$ cat src/rtl/prog_seq_pkg.sv
// Shared operation codes and helpers for the programming sequencer.
// Assumes the command decoder presents codes in exactly this encoding.
package prog_seq_pkg;
    typedef enum logic [2:0] {
        OP_READ  = 3'd0,
        OP_EWEN  = 3'd1,
        OP_EWDS  = 3'd2,
        OP_ERASE = 3'd3,
        OP_WRITE = 3'd4,
        OP_ERAL  = 3'd5,
        OP_WRAL  = 3'd6
    } op_e;

    // True for the four codes that start a self-timed cycle.
    function automatic logic is_prog(input logic [2:0] op);
        return (op == OP_ERASE) || (op == OP_WRITE) ||
               (op == OP_ERAL)  || (op == OP_WRAL);
    endfunction
endpackage

$ cat src/rtl/prog_seq_enable.sv
// Erase/write enable latch.
// Cleared by reset and by loss of supply-good; set and cleared by enable/disable.
// Assumes cmd_valid is a single-cycle strobe; commands while busy are dropped.
module prog_seq_enable
    import prog_seq_pkg::*;
(
    input  logic       clk,
    input  logic       rst_n,
    input  logic       pwr_good,
    input  logic       cmd_valid,
    input  logic [2:0] cmd_op,
    input  logic       busy,
    output logic       wel
);
    // Latch update: supply loss wins, then enable/disable when idle.
    always_ff @(posedge clk) begin
        if (!rst_n || !pwr_good) begin
            wel <= 1'b0;
        end else if (cmd_valid && !busy) begin
            if (cmd_op == OP_EWEN)      wel <= 1'b1;
            else if (cmd_op == OP_EWDS) wel <= 1'b0;
        end
    end
endmodule

$ cat src/rtl/prog_seq_engine.sv
// Self-timed cycle engine.
// Counts ticks from a start pulse and issues array writes for each phase:
// an erase phase at tick 0 (or a sweep for whole-array ops) and a program
// phase at half the cycle length (or a sweep for write-all).
// Assumes T_WORD >= 4, T_ERAL >= DEPTH, T_WRAL/2 >= DEPTH and AW <= counter width.
module prog_seq_engine
    import prog_seq_pkg::*;
#(
    parameter int AW     = 4,
    parameter int DW     = 16,
    parameter int T_WORD = 40,
    parameter int T_ERAL = 60,
    parameter int T_WRAL = 120
) (
    input  logic          clk,
    input  logic          rst_n,
    input  logic          pwr_good,
    input  logic          start,
    input  logic [2:0]    op,
    input  logic [AW-1:0] addr,
    input  logic [DW-1:0] data,
    output logic          busy,
    output logic          arr_we,
    output logic [AW-1:0] arr_addr,
    output logic [DW-1:0] arr_wdata
);
    localparam int DEPTH = 1 << AW;
    localparam int TA    = (T_ERAL > T_WORD) ? T_ERAL : T_WORD;
    localparam int TMAX  = (T_WRAL > TA) ? T_WRAL : TA;
    localparam int CW    = $clog2(TMAX + 1);

    logic [CW-1:0] tick, total, half;
    logic [2:0]    op_q;
    logic [AW-1:0] addr_q;
    logic [DW-1:0] data_q;
    logic          is_all, erase_hit, prog_hit;

    // Cycle length for the latched operation.
    always_comb begin
        case (op_q)
            OP_ERASE, OP_WRITE: total = CW'(T_WORD);
            OP_ERAL:            total = CW'(T_ERAL);
            default:            total = CW'(T_WRAL);
        endcase
        half = total >> 1;
    end

    // Phase decode: which write, if any, this tick issues.
    always_comb begin
        is_all    = (op_q == OP_ERAL) || (op_q == OP_WRAL);
        erase_hit = is_all ? (tick < CW'(DEPTH)) : (tick == '0);
        if (op_q == OP_WRITE)
            prog_hit = (tick == half);
        else if (op_q == OP_WRAL)
            prog_hit = (tick >= half) && (tick < half + CW'(DEPTH));
        else
            prog_hit = 1'b0;
        arr_we    = busy && pwr_good && (erase_hit || prog_hit);
        arr_wdata = prog_hit ? data_q : '1;
        if (!is_all)       arr_addr = addr_q;
        else if (prog_hit) arr_addr = AW'(tick - half);
        else               arr_addr = AW'(tick);
    end

    // Cycle state: latch the command on start, count ticks, stop at the end or on supply loss.
    always_ff @(posedge clk) begin
        if (!rst_n) begin
            busy   <= 1'b0;
            tick   <= '0;
            op_q   <= OP_READ;
            addr_q <= '0;
            data_q <= '0;
        end else if (start && !busy) begin
            busy   <= 1'b1;
            tick   <= '0;
            op_q   <= op;
            addr_q <= addr;
            data_q <= data;
        end else if (busy) begin
            if (!pwr_good || tick == total - 1'b1) busy <= 1'b0;
            tick <= tick + 1'b1;
        end
    end
endmodule

$ cat src/rtl/prog_seq_status.sv
// Ready/busy indication.
// Armed when a cycle starts. It drives while cs is high and disarms once cs
// is low with the cycle finished, so a cycle spent entirely under a low cs
// leaves nothing to report.
module prog_seq_status (
    input  logic clk,
    input  logic rst_n,
    input  logic cs,
    input  logic start,
    input  logic busy,
    output logic do_en,
    output logic do_val
);
    logic armed;

    // Arm on start, disarm when idle and deselected.
    always_ff @(posedge clk) begin
        if (!rst_n)            armed <= 1'b0;
        else if (start)        armed <= 1'b1;
        else if (!busy && !cs) armed <= 1'b0;
    end

    // Drive only while selected; the value is the inverted busy flag.
    always_comb begin
        do_en  = cs && armed;
        do_val = !busy;
    end
endmodule

$ cat src/rtl/prog_seq.sv
// Write-protected self-timed programming sequencer (top).
// Holds an accepted programming command until chip select falls, then hands
// it to the cycle engine. Inputs are assumed already synchronous to clk.
module prog_seq
    import prog_seq_pkg::*;
#(
    parameter int AW     = 4,
    parameter int DW     = 16,
    parameter int T_WORD = 40,
    parameter int T_ERAL = 60,
    parameter int T_WRAL = 120
) (
    input  logic          clk,
    input  logic          rst_n,
    input  logic          pwr_good,
    input  logic          cs,
    input  logic          cmd_valid,
    input  logic [2:0]    cmd_op,
    input  logic [AW-1:0] cmd_addr,
    input  logic [DW-1:0] cmd_data,
    output logic          busy,
    output logic          arr_we,
    output logic [AW-1:0] arr_addr,
    output logic [DW-1:0] arr_wdata,
    output logic          do_en,
    output logic          do_val
);
    logic          wel, cs_q, cs_fall, start;
    logic          pend_v;
    logic [2:0]    pend_op;
    logic [AW-1:0] pend_addr;
    logic [DW-1:0] pend_data;

    // Chip-select history for edge detection.
    always_ff @(posedge clk) begin
        if (!rst_n) cs_q <= 1'b0;
        else        cs_q <= cs;
    end

    // Edge detect and start qualification.
    always_comb begin
        cs_fall = cs_q && !cs;
        start   = cs_fall && pend_v && pwr_good && !busy;
    end

    // Pending command: captured when allowed, consumed or dropped on cs fall or supply loss.
    always_ff @(posedge clk) begin
        if (!rst_n || !pwr_good || cs_fall) begin
            pend_v <= 1'b0;
        end else if (cmd_valid && !busy && wel && is_prog(cmd_op)) begin
            pend_v    <= 1'b1;
            pend_op   <= cmd_op;
            pend_addr <= cmd_addr;
            pend_data <= cmd_data;
        end
    end

    prog_seq_enable u_enable (
        .clk(clk), .rst_n(rst_n), .pwr_good(pwr_good),
        .cmd_valid(cmd_valid), .cmd_op(cmd_op), .busy(busy), .wel(wel)
    );

    prog_seq_engine #(
        .AW(AW), .DW(DW), .T_WORD(T_WORD), .T_ERAL(T_ERAL), .T_WRAL(T_WRAL)
    ) u_engine (
        .clk(clk), .rst_n(rst_n), .pwr_good(pwr_good), .start(start),
        .op(pend_op), .addr(pend_addr), .data(pend_data),
        .busy(busy), .arr_we(arr_we), .arr_addr(arr_addr), .arr_wdata(arr_wdata)
    );

    prog_seq_status u_status (
        .clk(clk), .rst_n(rst_n), .cs(cs), .start(start), .busy(busy),
        .do_en(do_en), .do_val(do_val)
    );
endmodule

$ cat config.mk
export PLATFORM = sky130hd
export DESIGN_NAME = prog_seq
export DESIGN_NICKNAME = d
export VERILOG_FILES = /design/src/rtl/prog_seq_pkg.sv /design/src/rtl/prog_seq_enable.sv /design/src/rtl/prog_seq_engine.sv /design/src/rtl/prog_seq_status.sv /design/src/rtl/prog_seq.sv
export SDC_FILE = /design/constraint.sdc
export NUM_CORES = 1
export LEC_CHECK = 0
export BUFFER_PORTS_ARGS = -buffer_cell sky130_fd_sc_hd__buf_2
export CORE_MARGIN = 2
export CORE_UTILIZATION = 54
export CTS_CLUSTER_SIZE = 25
export DETAILED_ROUTE_END_ITERATION = 10
export PLACE_DENSITY_LB_ADDON = 0.08
export SYNTH_ARGS = -nofsm -noshare
export SYNTH_HDL_FRONTEND = slang
export SYNTH_SLANG_ARGS = --single-unit
$ cat constraint.sdc
create_clock -name clk -period 11.1 [get_ports clk]
set_input_delay 2.775 -clock clk [delete_from_list [all_inputs] [get_ports clk]]
set_output_delay 2.775 -clock clk [all_outputs]
set_load 0.01 [all_outputs]
==> results.yml <==
outcome:
  status: "completed"
min_path:
  hold_path_class: "register to register"
  min_from: "u_engine.data_q[7]"
layout:
  final_util_pct: 65.0
  area_growth_pct: 17.4
  drive_gt1_share_pct: 23.7
  n_antenna_cell: 0
  nets: 347
  layout_common_cells: "nand2_1 (61), buf_2 (51), dfxtp_1 (35), edfxtp_1 (23), a21boi_0 (17)"
  final_common_cell: "nand2_1"
setup_path:
  reg2reg_from: "u_engine.op_q[1]"
  worstPathRequired_ps: 8330
  start_kind: "input port"
  critPathLaunch: "pwr_good"
  endpoint_kind: "primary output"
  path_max_fanout: 5
  critPathArrivalTime_ps: 3250
  crit_type: "input port to primary output"
logic_synthesis:
  synthDistinctLibCells: 45
  seq_area_frac_synth_pct: 53.5
  syn_nets: 295
  avgSynthCellArea_um2: 10.0
  ys.flop_type: "dfxtp_1"
  synth_edf_count: 23
  ys_warn_count: 0
  ys_ff_latch: 58
  async_reset_ff_share_pct: 0
  syn_area_mm2: 0.00260
  synthCells: 259
power:
  power.share.sequential_pct: 53.8
  peakVddDrop_uv: 99.9
  combPwrFrac_pct: 2.4
  internal-power_mw: 0.329
  clockPowerShare_pct: 43.8
  powerDensity_mw_per_mm2: 135
  power_switching_mw: 0.0825
  p_sw_share_pct: 20.0
  leakagePower_nw: 1.09
clocking:
  clk-insertion-delay-late_ps: 330
  cts_tree: "done"
  hold_buffers: 0
  cts_post_setup_buffers_inserted: 0
  cts.htree.levels: 3
  numCtsBuffers: 9
  clock-sinks: 58
  post_cts_resized: 0
  cts_max_path_buffers: 2
  clk_pin_slew_worst_paths_ps: 60
  cts-root-buf: "clkbuf_8"
run:
  drv_cap: 0
placement:
  numPortBuffers: 51
  dp_hpwl_mm: 3.45
  gp_congestion: 0.840
timing:
  clock_skew_ps: 7.70
  relSlewSlack_pct: 61.6
  hold_violations: 0
  worst_slew_pin_slew_ps: 576
  slew_violations: 0
  rsz0062_at_grt: "false"
  fin_tns_setup_ps: 0
  period_share_pct: 54.3
  min_period_ps: 6020
  max_freq_mhz: 166
  setup_viol: 0
floorplanning:
  die_w_um: 73.4
  coreArea_mm2: 0.00469
  rows: 25
  dieArea_mm2: 0.00538
  io_pins: 52
  die_y_um: 73.4
  start_util_pct: 55.4
routing:
  wl_mm: 5.06
  routedWlPerCell_um: 13.7
  route.detailed.drc: 0
  ant_nets: 0
  vias: 1950
  drt_iter0_drc: 141
  vias_per_cell: 5.27
  dr.pass1.iters: 4
grt:
  first_global_vias: 1809
  grt_pass1_wl_mm: 8.54
  grt.overflow.total: 0
  grt_max_degree: 29
  grt_util_all_layers_pct: 21.2
  grt_antenna_before_repair: 0
-- critical path: stages --
cell     delay [ps]
buf_2           130
nand2_1          70
a21oi_1         130
buf_2           140
-- synthesized netlist by cell type (4+ instances only) --
library cell | n | area [um2]
a21boi_0 | 17 | 128
a21boi_1 | 8 | 60.1
a21oi_1 | 4 | 20.0
and2_1 | 4 | 25.0
clkbuf_1 | 6 | 22.5
dfxtp_1 | 35 | 701
edfxtp_1 | 23 | 691
ha_1 | 8 | 100
inv_1 | 7 | 26.3
nand2_1 | 61 | 229
nand4_1 | 5 | 31.3
nor2_1 | 14 | 52.6
or3_1 | 16 | 100
xnor2_1 | 8 | 70.1
-- per-stage QoR --
stage | total power [mW] | setup WS (ps) | hold WS (ps) | cell area, um2 | instances
2_1_floorplan | 0.230 | 5230 | 430 | 2600 | 259
3_3_place_gp | 0.236 | 5080 | 438 | 2870 | 354
3_5_place_dp | 0.236 | 5070 | 448 | 2870 | 354
4_1_cts | 0.417 | 5070 | 456 | 3050 | 370
5_1_grt | 0.426 | 4940 | 481 | 3050 | 370
6_report | 0.412 | 5080 | 450 | 3050 | 370
-- path summary, 6_finish.rpt --
path                        endpoint  slack, ps  cells after the start
setup / recovery              arr_we       5080                      4
hold / removal    u_engine.data_q[7]        450                      2
setup reg to reg       u_engine.busy       9140                      7
hold reg to reg   u_engine.data_q[7]        450                      2
-- kinds of logic (layout without fill, tap and decap cells) --
group / Yosys count / count (layout) / share of synthesized area, %
DFF: 58 / 58 / 53.5
AOI/OAI and AO/OA: 45 / 45 / 13.0
xor gates and xnor gates: 10 / 10 / 3.37
buffers and inverters: 21 / 78 / 4.19
adders and majority gates: 8 / 8 / 3.85
muxes: 1 / 1 / 0.385
and+or+nand+nor: 116 / 116 / 21.6
-- registers in the layout (all words and copies together), names as in the netlist --
| signal | flops |
|---|---|
| pend_data | 16 |
| u_engine.data_q | 16 |
| u_engine.tick | 7 |
| pend_addr | 4 |
| u_engine.addr_q | 4 |
| pend_op | 3 |
| u_engine.op_q | 3 |
| cs_q | 1 |
| pend_v | 1 |
| u_enable.wel | 1 |
| u_engine.busy | 1 |
| u_status.armed | 1 |
-- power groups by stage --
| stage | registers, mW | logic (mW) | clock network [mW] |
|---|---|---|---|
| after CTS | 0.222 | 0.00994 | 0.185 |
| after global routing | 0.221 | 0.0108 | 0.193 |
| after detailed placement | 0.226 | 0.00989 | 0 |
| after floorplan | 0.226 | 0.00381 | 0 |
| final | 0.222 | 0.00981 | 0.181 |
| after global placement | 0.226 | 0.00967 | 0 |
-- area by class of cell --
cell class,instances,area [um2]
Clock buffer,12,135
Inverter,8,30.0
Tap cell,54,67.6
Timing Repair Buffer,54,278
Fill cell,398,1640
Sequential cell,58,1390
Multi-Input combinational cell,180,1100
Clock inverter,4,45.0
-- per-layer routing --
metal | global-route usage [%] | part of all wire [%] | vias up
li1 | - | - | 1007
met1 | 28.9 | 48 | 881
met2 | 32.3 | 45 | 56
met3 | 4.39 | 5.7 | 6
met4 | 10.3 | 1.3 | 0
met5 | 0 | 0 | -
(Power assumes the default switching activity.)
